--- config.mk ---
export PLATFORM = sky130hd
export DESIGN_NAME = opfwd_decode
export DESIGN_NICKNAME = d
export VERILOG_FILES = /design/src/rtl/opfwd_pkg.sv /design/src/rtl/opfwd_regarray.sv /design/src/rtl/opfwd_history.sv /design/src/rtl/opfwd_scoreboard.sv /design/src/rtl/opfwd_decode.sv
export SDC_FILE = /design/constraint.sdc
export NUM_CORES = 1
export LEC_CHECK = 0
export BUFFER_PORTS_ARGS = -buffer_cell sky130_fd_sc_hd__buf_2
export CAP_MARGIN = 20
export CORE_ASPECT_RATIO = 1.4
export CORE_MARGIN = 4
export CORE_UTILIZATION = 44
export CTS_BUF_LIST = sky130_fd_sc_hd__clkbuf_2
export CTS_CLUSTER_SIZE = 8
export DETAILED_ROUTE_END_ITERATION = 10
export PLACE_DENSITY_LB_ADDON = 0.2
export SETUP_SLACK_MARGIN = 0.4
export SLEW_MARGIN = 10
export SYNTH_ARGS = -nofsm -noshare
export SYNTH_HDL_FRONTEND = slang
export SYNTH_SLANG_ARGS = --single-unit
--- constraint.sdc ---
create_clock -name clk -period 2.6 [get_ports clk]
set_input_delay 0.52 -clock clk [delete_from_list [all_inputs] [get_ports clk]]
set_output_delay 0.52 -clock clk [all_outputs]
set_load 0.02 [all_outputs]
--- src/rtl/opfwd_pkg.sv ---
package opfwd_pkg;
  localparam int IW   = 32;
  localparam int RAW  = 5;
  localparam int NREG = 1 << RAW;

  localparam logic [5:0] OPC_CALL_ABS = 6'h00;
  localparam logic [5:0] OPC_JUMP_ABS = 6'h01;
  localparam logic [5:0] OPC_CUSTOM   = 6'h32;

  typedef struct packed {
    logic [RAW-1:0] src_a;
    logic [RAW-1:0] src_b;
    logic [5:0]     opc;
    logic [7:0]     xcode;
    logic           wb;
  } dfield_t;

  function automatic dfield_t split_insn(input logic [IW-1:0] w);
    dfield_t f;
    f.src_a = w[31:27];
    f.src_b = w[26:22];
    f.opc   = w[5:0];
    f.xcode = w[13:6];
    f.wb    = w[14];
    return f;
  endfunction

  function automatic logic reads_first(input logic [5:0] opc);
    return !(opc == OPC_CALL_ABS || opc == OPC_JUMP_ABS);
  endfunction

  function automatic logic reads_second(input logic [5:0] opc);
    return opc[0] ^ opc[1];
  endfunction
endpackage

--- src/rtl/opfwd_regarray.sv ---
module opfwd_regarray #(
  parameter int DW = 32,
  parameter int AW = 5
) (
  input  logic          clk,
  input  logic          we,
  input  logic [AW-1:0] waddr,
  input  logic [DW-1:0] wdata,
  input  logic [AW-1:0] raddr_a,
  input  logic [AW-1:0] raddr_b,
  output logic [DW-1:0] rdata_a,
  output logic [DW-1:0] rdata_b
);
  localparam int DEPTH = 1 << AW;

  logic [DW-1:0] cells [DEPTH];

  // Both reads run every cycle; a read at the write edge returns the old word.
  always_ff @(posedge clk) begin
    if (we) cells[waddr] <= wdata;
    rdata_a <= cells[raddr_a];
    rdata_b <= cells[raddr_b];
  end
endmodule

--- src/rtl/opfwd_history.sv ---
module opfwd_history #(
  parameter int DW    = 32,
  parameter int AW    = 5,
  parameter int DEPTH = 2
) (
  input  logic          clk,
  input  logic          rst_n,
  input  logic          flush,
  input  logic          push,
  input  logic [AW-1:0] push_tag,
  input  logic [DW-1:0] push_data,
  input  logic          kill,
  input  logic [AW-1:0] kill_tag,
  input  logic [AW-1:0] look_a,
  input  logic [AW-1:0] look_b,
  output logic          hit_a,
  output logic          hit_b,
  output logic [DW-1:0] fwd_a,
  output logic [DW-1:0] fwd_b,
  output logic          head_vld,
  output logic [AW-1:0] head_tag,
  output logic [DW-1:0] head_data
);
  // Entry 0 is the newest; a push shifts every entry one step toward the tail.
  logic [DEPTH-1:0] vld_q;
  logic [DEPTH-1:0] vld_live;
  logic [AW-1:0]    tag_q  [DEPTH];
  logic [DW-1:0]    data_q [DEPTH];

  generate
    for (genvar g = 0; g < DEPTH; g++) begin : g_live
      assign vld_live[g] = vld_q[g] & ~(kill && (tag_q[g] == kill_tag));
    end
  endgenerate

  always_ff @(posedge clk) begin
    if (push) begin
      tag_q[0]  <= push_tag;
      data_q[0] <= push_data;
      for (int i = 1; i < DEPTH; i++) begin
        tag_q[i]  <= tag_q[i-1];
        data_q[i] <= data_q[i-1];
      end
    end
  end

  always_ff @(posedge clk or negedge rst_n) begin
    if (!rst_n)     vld_q <= '0;
    else if (flush) vld_q <= '0;
    else if (push)  vld_q <= {vld_live[DEPTH-2:0], 1'b1};
    else            vld_q <= vld_live;
  end

  // Scan from the tail up, so the newest match is the one kept.
  function automatic logic [DW:0] seek(input logic [AW-1:0] t);
    logic [DW:0] r;
    r = '0;
    for (int i = DEPTH - 1; i >= 0; i--) begin
      if (vld_q[i] && (tag_q[i] == t)) r = {1'b1, data_q[i]};
    end
    return r;
  endfunction

  always_comb begin
    {hit_a, fwd_a} = seek(look_a);
    {hit_b, fwd_b} = seek(look_b);
  end

  assign head_vld  = vld_q[0];
  assign head_tag  = tag_q[0];
  assign head_data = data_q[0];
endmodule

--- src/rtl/opfwd_scoreboard.sv ---
module opfwd_scoreboard #(
  parameter int AW = 5
) (
  input  logic                 clk,
  input  logic                 rst_n,
  input  logic                 flush,
  input  logic                 set_en,
  input  logic [AW-1:0]        set_idx,
  input  logic                 clr_en,
  input  logic [AW-1:0]        clr_idx,
  output logic [(1<<AW)-1:0]   pend
);
  localparam int N = 1 << AW;

  logic [N-1:0] pend_d;

  always_comb begin
    pend_d = pend;
    if (clr_en) pend_d[clr_idx] = 1'b0;
    if (set_en) pend_d[set_idx] = 1'b1;
  end

  always_ff @(posedge clk or negedge rst_n) begin
    if (!rst_n)     pend <= '0;
    else if (flush) pend <= '0;
    else            pend <= pend_d;
  end
endmodule

--- src/rtl/opfwd_decode.sv ---
module opfwd_decode
  import opfwd_pkg::*;
#(
  parameter int DW     = 32,
  parameter int HDEPTH = 2
) (
  input  logic           clk,
  input  logic           rst_n,
  input  logic           flush,
  input  logic           dec_valid,
  input  logic [IW-1:0]  dec_insn,
  output logic           dec_stall,
  input  logic           wr_en,
  input  logic           wr_long,
  input  logic [RAW-1:0] wr_rd,
  input  logic [DW-1:0]  wr_data,
  input  logic           iss_en,
  input  logic [RAW-1:0] iss_rd,
  output logic           ex_valid,
  output logic [DW-1:0]  ex_opa,
  output logic [DW-1:0]  ex_opb,
  output logic           ex_custom,
  output logic [7:0]     ex_xcode,
  output logic           ex_wb
);
  dfield_t f;
  logic    use_a, use_b, haz_a, haz_b;
  logic    wr_live, alu_push, long_done, iss_live;
  logic    unused_rsvd;

  logic [NREG-1:0] pend;
  logic [DW-1:0]   arr_a, arr_b, fwd_a, fwd_b;
  logic            hit_a, hit_b;
  logic            head_vld;
  logic [RAW-1:0]  head_tag;
  logic [DW-1:0]   head_data;

  logic [RAW-1:0]  ex_ra_q, ex_rb_q;

  assign f           = split_insn(dec_insn);
  assign unused_rsvd = ^dec_insn[21:15];

  assign use_a     = reads_first(f.opc);
  assign use_b     = reads_second(f.opc);
  assign haz_a     = use_a & pend[f.src_a];
  assign haz_b     = use_b & pend[f.src_b];
  assign dec_stall = dec_valid & (haz_a | haz_b);

  // Register 0 takes no write, no history entry and no pending bit.
  assign wr_live   = wr_en & (wr_rd != '0);
  assign alu_push  = wr_live & ~wr_long;
  assign long_done = wr_live & wr_long;
  assign iss_live  = iss_en & (iss_rd != '0);

  opfwd_regarray #(.DW(DW), .AW(RAW)) u_arr (
    .clk     (clk),
    .we      (wr_live),
    .waddr   (wr_rd),
    .wdata   (wr_data),
    .raddr_a (f.src_a),
    .raddr_b (f.src_b),
    .rdata_a (arr_a),
    .rdata_b (arr_b)
  );

  opfwd_history #(.DW(DW), .AW(RAW), .DEPTH(HDEPTH)) u_hist (
    .clk       (clk),
    .rst_n     (rst_n),
    .flush     (flush),
    .push      (alu_push),
    .push_tag  (wr_rd),
    .push_data (wr_data),
    .kill      (long_done),
    .kill_tag  (wr_rd),
    .look_a    (ex_ra_q),
    .look_b    (ex_rb_q),
    .hit_a     (hit_a),
    .hit_b     (hit_b),
    .fwd_a     (fwd_a),
    .fwd_b     (fwd_b),
    .head_vld  (head_vld),
    .head_tag  (head_tag),
    .head_data (head_data)
  );

  opfwd_scoreboard #(.AW(RAW)) u_sb (
    .clk     (clk),
    .rst_n   (rst_n),
    .flush   (flush),
    .set_en  (iss_live),
    .set_idx (iss_rd),
    .clr_en  (long_done),
    .clr_idx (wr_rd),
    .pend    (pend)
  );

  always_ff @(posedge clk or negedge rst_n) begin
    if (!rst_n) begin
      ex_valid  <= 1'b0;
      ex_ra_q   <= '0;
      ex_rb_q   <= '0;
      ex_custom <= 1'b0;
      ex_xcode  <= '0;
      ex_wb     <= 1'b0;
    end else begin
      ex_valid  <= dec_valid & ~dec_stall & ~flush;
      ex_ra_q   <= f.src_a;
      ex_rb_q   <= f.src_b;
      ex_custom <= (f.opc == OPC_CUSTOM);
      ex_xcode  <= f.xcode;
      ex_wb     <= (f.opc == OPC_CUSTOM) & f.wb;
    end
  end

  assign ex_opa = (ex_ra_q == '0) ? '0 : (hit_a ? fwd_a : arr_a);
  assign ex_opb = (ex_rb_q == '0) ? '0 : (hit_b ? fwd_b : arr_b);
endmodule


==> metrics.txt, run 1 <==
IO Count 157; nets 3,463; EDFF count, synth 1,098; # H-tree levels 5; die area 130,000 µm²; sequential-to-total area share from yosys stat 65.0%; via count of the routed design 32,265; slowest CP cell edfxtp_1; Detail Route Antenna Nets 0; Final min period 4.27 ns; max frequency 0.234 GHz; fillers 9,731; worst hold-check path type primary input to register; Startpoint Class register; area share of the largest cell type after synthesis 60.1%; final RePlAce weighted congestion 0.824; P per Cell Area 589 nW/µm²; Worst path max stage delay 0.49 ns; Final WS setup -1.67 ns; post-route cell area 67,000 µm²; number of max-cap violations 0; Root Driver clkbuf_2; total grt overflow 0; Final Hold Slack -0.425 ns; Synth top cells by count edfxtp_1 (1,098), mux4_2 (656), nor2_1 (103); total power 39,400 µW; Tightest Pin Transition 1.09 ns; vias in the first global route 35,111; post-synth cell types 44; antenna violations before repair 3; Mapped Cells 2,575; total wire length 169,000 µm; most common cell in the netlist edfxtp_1; outcome finished with violations; setup repair after global routing missed its margin true; CTS tree built; Slew HR 27.2%; synthesized cell area 54,800 µm²; Cells after DPL 4,463; clock buffer count from CTS 309; Starting Density 44.2%; CP Data Required Time 2.08 ns; area delta synth->final 22.1%; first-pass GRT wire length 243,000 µm; width of the die 306 µm; core box area 124,000 µm²; Synth area leader edfxtp_1; failing checks hold timing, setup timing; DRC Markers 0; cell row count 153; IO buf count 149; crit share post-route 164%; WS Path Type register to primary output; Die Y 426 µm; DP Area 61,000 µm²; Synth warnings 0; endpoints failing hold 1; synthesis-stage register bit count 1,217; Most used DFF post-synth edfxtp_1; Lkg Pwr 0.0226 µW; largest net degree at the start of global routing 67; Area contributors post-synth edfxtp_1 (60%), mux4_2 (27%), dfrtp_1 (2.5%), dfxtp_1 (2.3%), mux2i_1 (1.4%); First-pass DRT Iterations 5; Max clock buf depth 4; Setup Skew 0.155 ns; clk slew on worst S/H paths 0.11 ns; layout cells sized above 1 50.4%; Slew Viols, Final 0; Critical Path, Cell by Cell xor2_1, nor4_2, buf_4, nand3_4, buf_12, buf_12, a211oi_2, buf_4; Post-DP HPWL 98,000 µm; Avg Inst Size Synth 21.3 µm²; Starting DRT DRC Count 3,040; Total GRT Usage 26.1%; Non-Filler Instances 5,234; final setup fails 76; DR WL/cell 32.2 µm; critical path capture point type primary output; drt via density 6.16; clk_lat worst skew 1.63 ns; Util after Layout 54.0%; Async SR Flop Fraction 4.52%; maximum vdd ir drop 0.473 mV; clk sinks 1,217; CP arrival 3.75 ns; critical path peak fanout 25
path summary, 6_finish.rpt:
kind	cells after the start	start	end	slack, ns
setup / recovery	8	u_hist.tag_q[0][2]$_DFFE_PP_	ex_opb[19]	-1.67
hold / removal	5	dec_insn[5]	ex_valid$_DFF_PN0_	-0.43
setup reg to reg	3	u_arr.cells[9][17]$_DFFE_PP_	u_arr.rdata_b[17]$_DFF_P_	0.70
hold reg to reg	0	u_hist.data_q[0][16]$_DFFE_PP_	u_hist.data_q[0][48]$_DFFE_PP_	0.41
max in group asynchronous	5	rst_n	u_hist.vld_q[1]$_DFF_PN0_	1.07
min in group asynchronous	4	rst_n	u_sb.pend[17]$_DFF_PN0_	0.68
layout by cell type (no fill, tap or decap), types with 4 or more instances in the layout:
cell type / synthesis / routed
edfxtp_1: 1098 / 1098
mux4_2: 656 / 656
clkbuf_2: 0 / 442
buf_4: 29 / 224
dlygate4sd3_1: 0 / 166
buf_12: 0 / 135
clkinv_1: 1 / 77
buf_2: 36 / 70
nor2_1: 103 / 68
mux2_2: 64 / 64
dfxtp_1: 64 / 64
a211oi_2: 0 / 60
dfrtp_1: 55 / 55
nand2_1: 41 / 40
mux2i_1: 74 / 37
nor2_4: 0 / 34
a21oi_1: 33 / 33
o21ai_0: 32 / 32
conb_1: 1 / 32
buf_6: 5 / 29
buf_8: 0 / 25
mux2i_4: 0 / 21
xor2_1: 20 / 19
mux2i_2: 0 / 16
xnor2_1: 10 / 10
clkinv_2: 0 / 9
inv_1: 8 / 7
diode_2: 0 / 6
nand3b_1: 5 / 5
nor3b_1: 4 / 4
nand3_1: 8 / 4
inv_2: 0 / 4
bufinv_16: 0 / 4
per-layer routing:
layer	vias to the layer above	track usage (%)	wire [µm]
met2	1588	44.8	87400
met5	-	0	13
met3	339	6.29	13400
met1	17370	32.7	62600
li1	12966	-	-
met4	2	8.80	5400
state kept, by name (all words and copies together) (netlist names), 2 cells and up:
register	cells
u_arr.cells	1024
u_hist.data_q	64
u_arr.rdata_a	32
u_arr.rdata_b	32
u_sb.pend	32
u_hist.tag_q	10
ex_xcode	8
ex_ra_q	5
ex_rb_q	5
u_hist.vld_q	2
power breakdown:
| part | leakage, µW | internal [µW] | switching (µW) |
|---|---|---|---|
| clock network | 0.00205 | 4920 | 7780 |
| logic | 0.00930 | 2400 | 2250 |
| registers | 0.0112 | 21800 | 291 |
| total | 0.0226 | 29100 | 10300 |
cells by family (layout without fill, tap and decap cells):
logic type	Yosys count	count (layout)	synth area share (%)
simple gates	190	190	1.54
mux	794	794	29.6
other cells	1	38	0.00684
compound gates	138	138	1.59
buf+inv	202	1197	1.73
xor+xnor	30	30	0.479
fa+ha+maj	3	3	0.0685
flops	1217	1217	65.0
worst max-delay path: cells and delay by family (launching register included):
family,cells,cell delay (ns)
compound gates,1,0.23
flops,1,0.49
buf+inv,4,0.73
xor+xnor,1,0.21
simple gates,2,0.42
metrics by stage:
stage                     setup TNS (ns)  setup WS [ns]
after global placement             -2.73        -0.0849
after floorplan                        0         0.0307
after CTS                        -123.49          -1.90
final                            -104.78          -1.67
after detailed placement           -2.74         -0.120
after global routing             -122.36          -1.90
final cells by class:
| cell class | count | area (µm²) | area share, % |
|---|---|---|---|
| Clock buffer | 440 | 2200 | 3.29 |
| Inverter | 9 | 38.8 | 0.0579 |
| Timing Repair Buffer | 655 | 7190 | 10.7 |
| Multi-Input combinational cell | 1187 | 19400 | 28.9 |
| Antenna cell | 6 | 15.0 | 0.0224 |
| Sequential cell | 1217 | 35600 | 53.2 |
| Tap cell | 1627 | 2040 | 3.04 |
| Clock inverter | 93 | 465 | 0.695 |
repair_timing:
action	in CTS	in global routing
buffers inserted	14	10
gates cloned	2	0
hold endpoints to repair	2301	2
setup endpoints to repair	76	113
hold buffers	184	1
pin swaps	38	18
resized for setup	150	50
Power figures use the tool's default switching activity.
==> inputs of run 2 (changes only) <==
--- a/config.mk
+++ b/config.mk
@@ -13,8 +13,6 @@
 export CTS_BUF_LIST = sky130_fd_sc_hd__clkbuf_2
 export CTS_CLUSTER_SIZE = 8
 export DETAILED_ROUTE_END_ITERATION = 10
-export PLACE_DENSITY_LB_ADDON = 0.2
-export SETUP_SLACK_MARGIN = 0.4
 export SLEW_MARGIN = 10
 export SYNTH_ARGS = -nofsm -noshare
 export SYNTH_HDL_FRONTEND = slang
==> run 2 against run 1 <==
  * Maximum frequency decreased by 0.99%
  * Critical path type unchanged
  * Combinational power decreased by 5.4%
  * Global-route usage decreased by 0.73 points
  * The flow finishes with violations (setup timing)
  * Hold slack improved by 0.58 ns
  * First-iteration DRC count increased by 8.4%
  * Cell area decreased by 1.8%
  * Sequential power about the same
  * Clock skew decreased by 0.033 ns
  * Critical endpoint is now ex_opb[16]
  * Largest cell class unchanged
  * Sequential share of layout area increased by 0.99 points
  * Final cell count decreased by 1.1%
==> metrics.txt, run 2 (synthesis gave the netlist of run 1 again) <==
Detail Route Antenna Nets 0 (unchanged); CP Data Required Time 2.08 ns (about the same); setup repair after global routing missed its margin true (unchanged); IO buf count 149 (unchanged); Post-DP HPWL 92,400 µm (was 98,000 µm); Slew Viols, Final 0 (unchanged); clk sinks 1,217 (unchanged); DRC Markers 0 (unchanged); most frequent cells in the layout edfxtp_1 (1,098), mux4_2 (656), clkbuf_2 (453), dlygate4sd3_1 (184), buf_4 (148) (was edfxtp_1 (1,098), mux4_2 (656), clkbuf_2 (442), buf_4 (224), dlygate4sd3_1 (166)); Starting Density 44.2% (unchanged); slowest CP cell edfxtp_1 (unchanged); die area 130,000 µm² (unchanged); Critical Path, Cell by Cell xor2_1, nor4_2, and3_4, buf_12, buf_12, mux2i_1, a211oi_1, buf_2 (was xor2_1, nor4_2, buf_4, nand3_4, buf_12, buf_12, a211oi_2, buf_4); area delta synth->final 19.9% (was 22.1%); layout cells sized above 1 47.7% (was 50.4%); clock buffer count from CTS 310 (was 309); WS Path Type register to primary output (unchanged); first-pass GRT wire length 236,000 µm (was 243,000 µm); wire length on met2 84,500 µm (was 87,400 µm); total grt overflow 0 (unchanged); Critical Path Most Common Cell buf_12; Tightest Pin Transition 1.11 ns (was 1.09 ns); total wire length 165,000 µm (was 169,000 µm); Top Metal Used met4 (was met5); final setup fails 78 (was 76); core box area 124,000 µm² (unchanged); Final Hold Slack 0.158 ns (was -0.425 ns); width of the die 306 µm (unchanged); via count of the routed design 31,900 (was 32,265); critical path capture point type primary output (unchanged); CTS tree built (unchanged); Largest register FFs 1,024 (unchanged); Worst path max stage delay 0.47 ns (was 0.49 ns); endpoints failing hold 0 (was 1); antenna violations before repair 6 (was 3); CP arrival 3.79 ns (was 3.75 ns); Top reg by flops u_arr.cells (unchanged); failing checks setup timing (was hold timing, setup timing); outcome finished with violations (unchanged); Total GRT Usage 25.3% (was 26.1%); # H-tree levels 5 (unchanged); First-pass DRT Iterations 7 (was 5); DRT met1 WL 61,600 µm (was 62,600 µm); P per Cell Area 598 nW/µm² (was 589 nW/µm²); number of max-cap violations 0 (unchanged); final RePlAce weighted congestion 0.812 (was 0.824); clk slew on worst S/H paths 0.12 ns (was 0.11 ns); worst hold-check path type primary input to register (unchanged); crit share post-route 166% (was 164%); most common cell after layout, fill and taps aside edfxtp_1 (unchanged); clk_lat worst skew 1.63 ns (about the same); Final min period 4.31 ns (was 4.27 ns); largest net degree at the start of global routing 67 (unchanged); drt via density 6.16 (about the same); IO Count 157 (unchanged); Setup Skew 0.122 ns (was 0.155 ns); critical path peak fanout 9 (was 25); DR WL met3 12,500 µm (was 13,400 µm); Die Y 426 µm (unchanged); vias in the first global route 33,997 (was 35,111); DR WL/cell 31.8 µm (was 32.2 µm); cell row count 153 (unchanged); Root Driver clkbuf_2 (unchanged); Slew HR 25.7% (was 27.2%); Max clock buf depth 4 (unchanged); largest registers u_arr.cells x1024, u_hist.data_q x64 (unchanged); Util after Layout 53.0% (was 54.0%); Lkg Pwr 0.0220 µW (was 0.0226 µW); Starting DRT DRC Count 3,294 (was 3,040); max frequency 0.232 GHz (was 0.234 GHz); maximum vdd ir drop 0.443 mV (was 0.473 mV); Startpoint Class register (unchanged); Final WS setup -1.71 ns (was -1.67 ns); nets 3,400 (was 3,463)
run 2: cell types whose count changed in the layout (fill, tap and decap cells not counted), moves of 12 or more:
cell / before / now
buf_4: 224 / 148
buf_2: 70 / 105
a211oi_1: 2 / 36
a211oi_2: 60 / 28
buf_12: 135 / 112
dlygate4sd3_1: 166 / 184
mux2i_4: 21 / 5
mux2i_1: 37 / 52
buf_8: 25 / 13
run 2: worst max-delay path, delay by kind of cell (launching register included):
family | cells | cell delay (ns)
compound gates | 1 | 0.25
xor+xnor | 1 | 0.20
buf+inv | 3 | 0.55
flops | 1 | 0.47
mux | 1 | 0.09
simple gates | 2 | 0.61
run 2: worst paths after layout:
| path | start | slack (ns) | depth (start not counted) | endpoint |
|---|---|---|---|---|
| setup / recovery | u_hist.tag_q[0][6]$_DFFE_PP_ | -1.71 | 8 | ex_opb[16] |
| hold / removal | dec_insn[22] | 0.16 | 6 | u_arr.rdata_b[26]$_DFF_P_ |
| setup reg to reg | u_arr.cells[11][9]$_DFFE_PP_ | 0.28 | 4 | u_arr.rdata_a[9]$_DFF_P_ |
| hold reg to reg | u_hist.data_q[0][13]$_DFFE_PP_ | 0.46 | 0 | u_hist.data_q[0][45]$_DFFE_PP_ |
| max in group asynchronous | rst_n | 1.78 | 5 | ex_rb_q[0]$_DFF_PN0_ |
| min in group asynchronous | rst_n | 0.56 | 5 | ex_xcode[4]$_DFF_PN0_ |
run 2: power breakdown:
part	total [µW]	internal (µW)	switching (µW)
clock network	12900	5040	7820
registers	22000	21800	265
logic	4400	2220	2180
run 2: metal layers:
| layer | GRT usage [%] | vias to the layer above |
|---|---|---|
| li1 | - | 12826 |
| met1 | 32.7 | 17107 |
| met2 | 43.0 | 1602 |
| met3 | 4.60 | 365 |
| met4 | 10.1 | 0 |
| met5 | 0 | - |
run 2: timing repair:
action | CTS | global route
setup endpoints to repair | 76 | 82
resized for setup | 68 | 57
hold buffers | 194 | 3
cloned | 1 | 0
pin swaps | 43 | 11
setup buffers | 17 | 0
endpoints found under the hold margin | 2301 | 6
run 2: layout make-up:
class | count | area, µm²
sequential | 1217 | 35600
timing repair buffer | 591 | 6360
fill | 9845 | 58300
inverter | 9 | 38.8
antenna | 4 | 10.0
clock buffer | 453 | 2270
clock inverter | 89 | 453
multi-input combinational | 1187 | 18900
tap | 1627 | 2040
run 2: through the flow:
stage / setup slack [ns] / power [µW] / TNS [ns] / std cells / instance area (µm²)
after CTS: -1.90 / 39600 / -122.14 / 5158 / 65200
after floorplan: -0.401 / 24800 / -187.87 / 2606 / 55000
after global placement: -0.227 / 26400 / -5.51 / 4405 / 60000
after global routing: -1.92 / 41100 / -122.05 / 5175 / 65700
after detailed placement: -0.276 / 26500 / -5.64 / 4405 / 60000
final: -1.71 / 39300 / -104.28 / 5177 / 65700
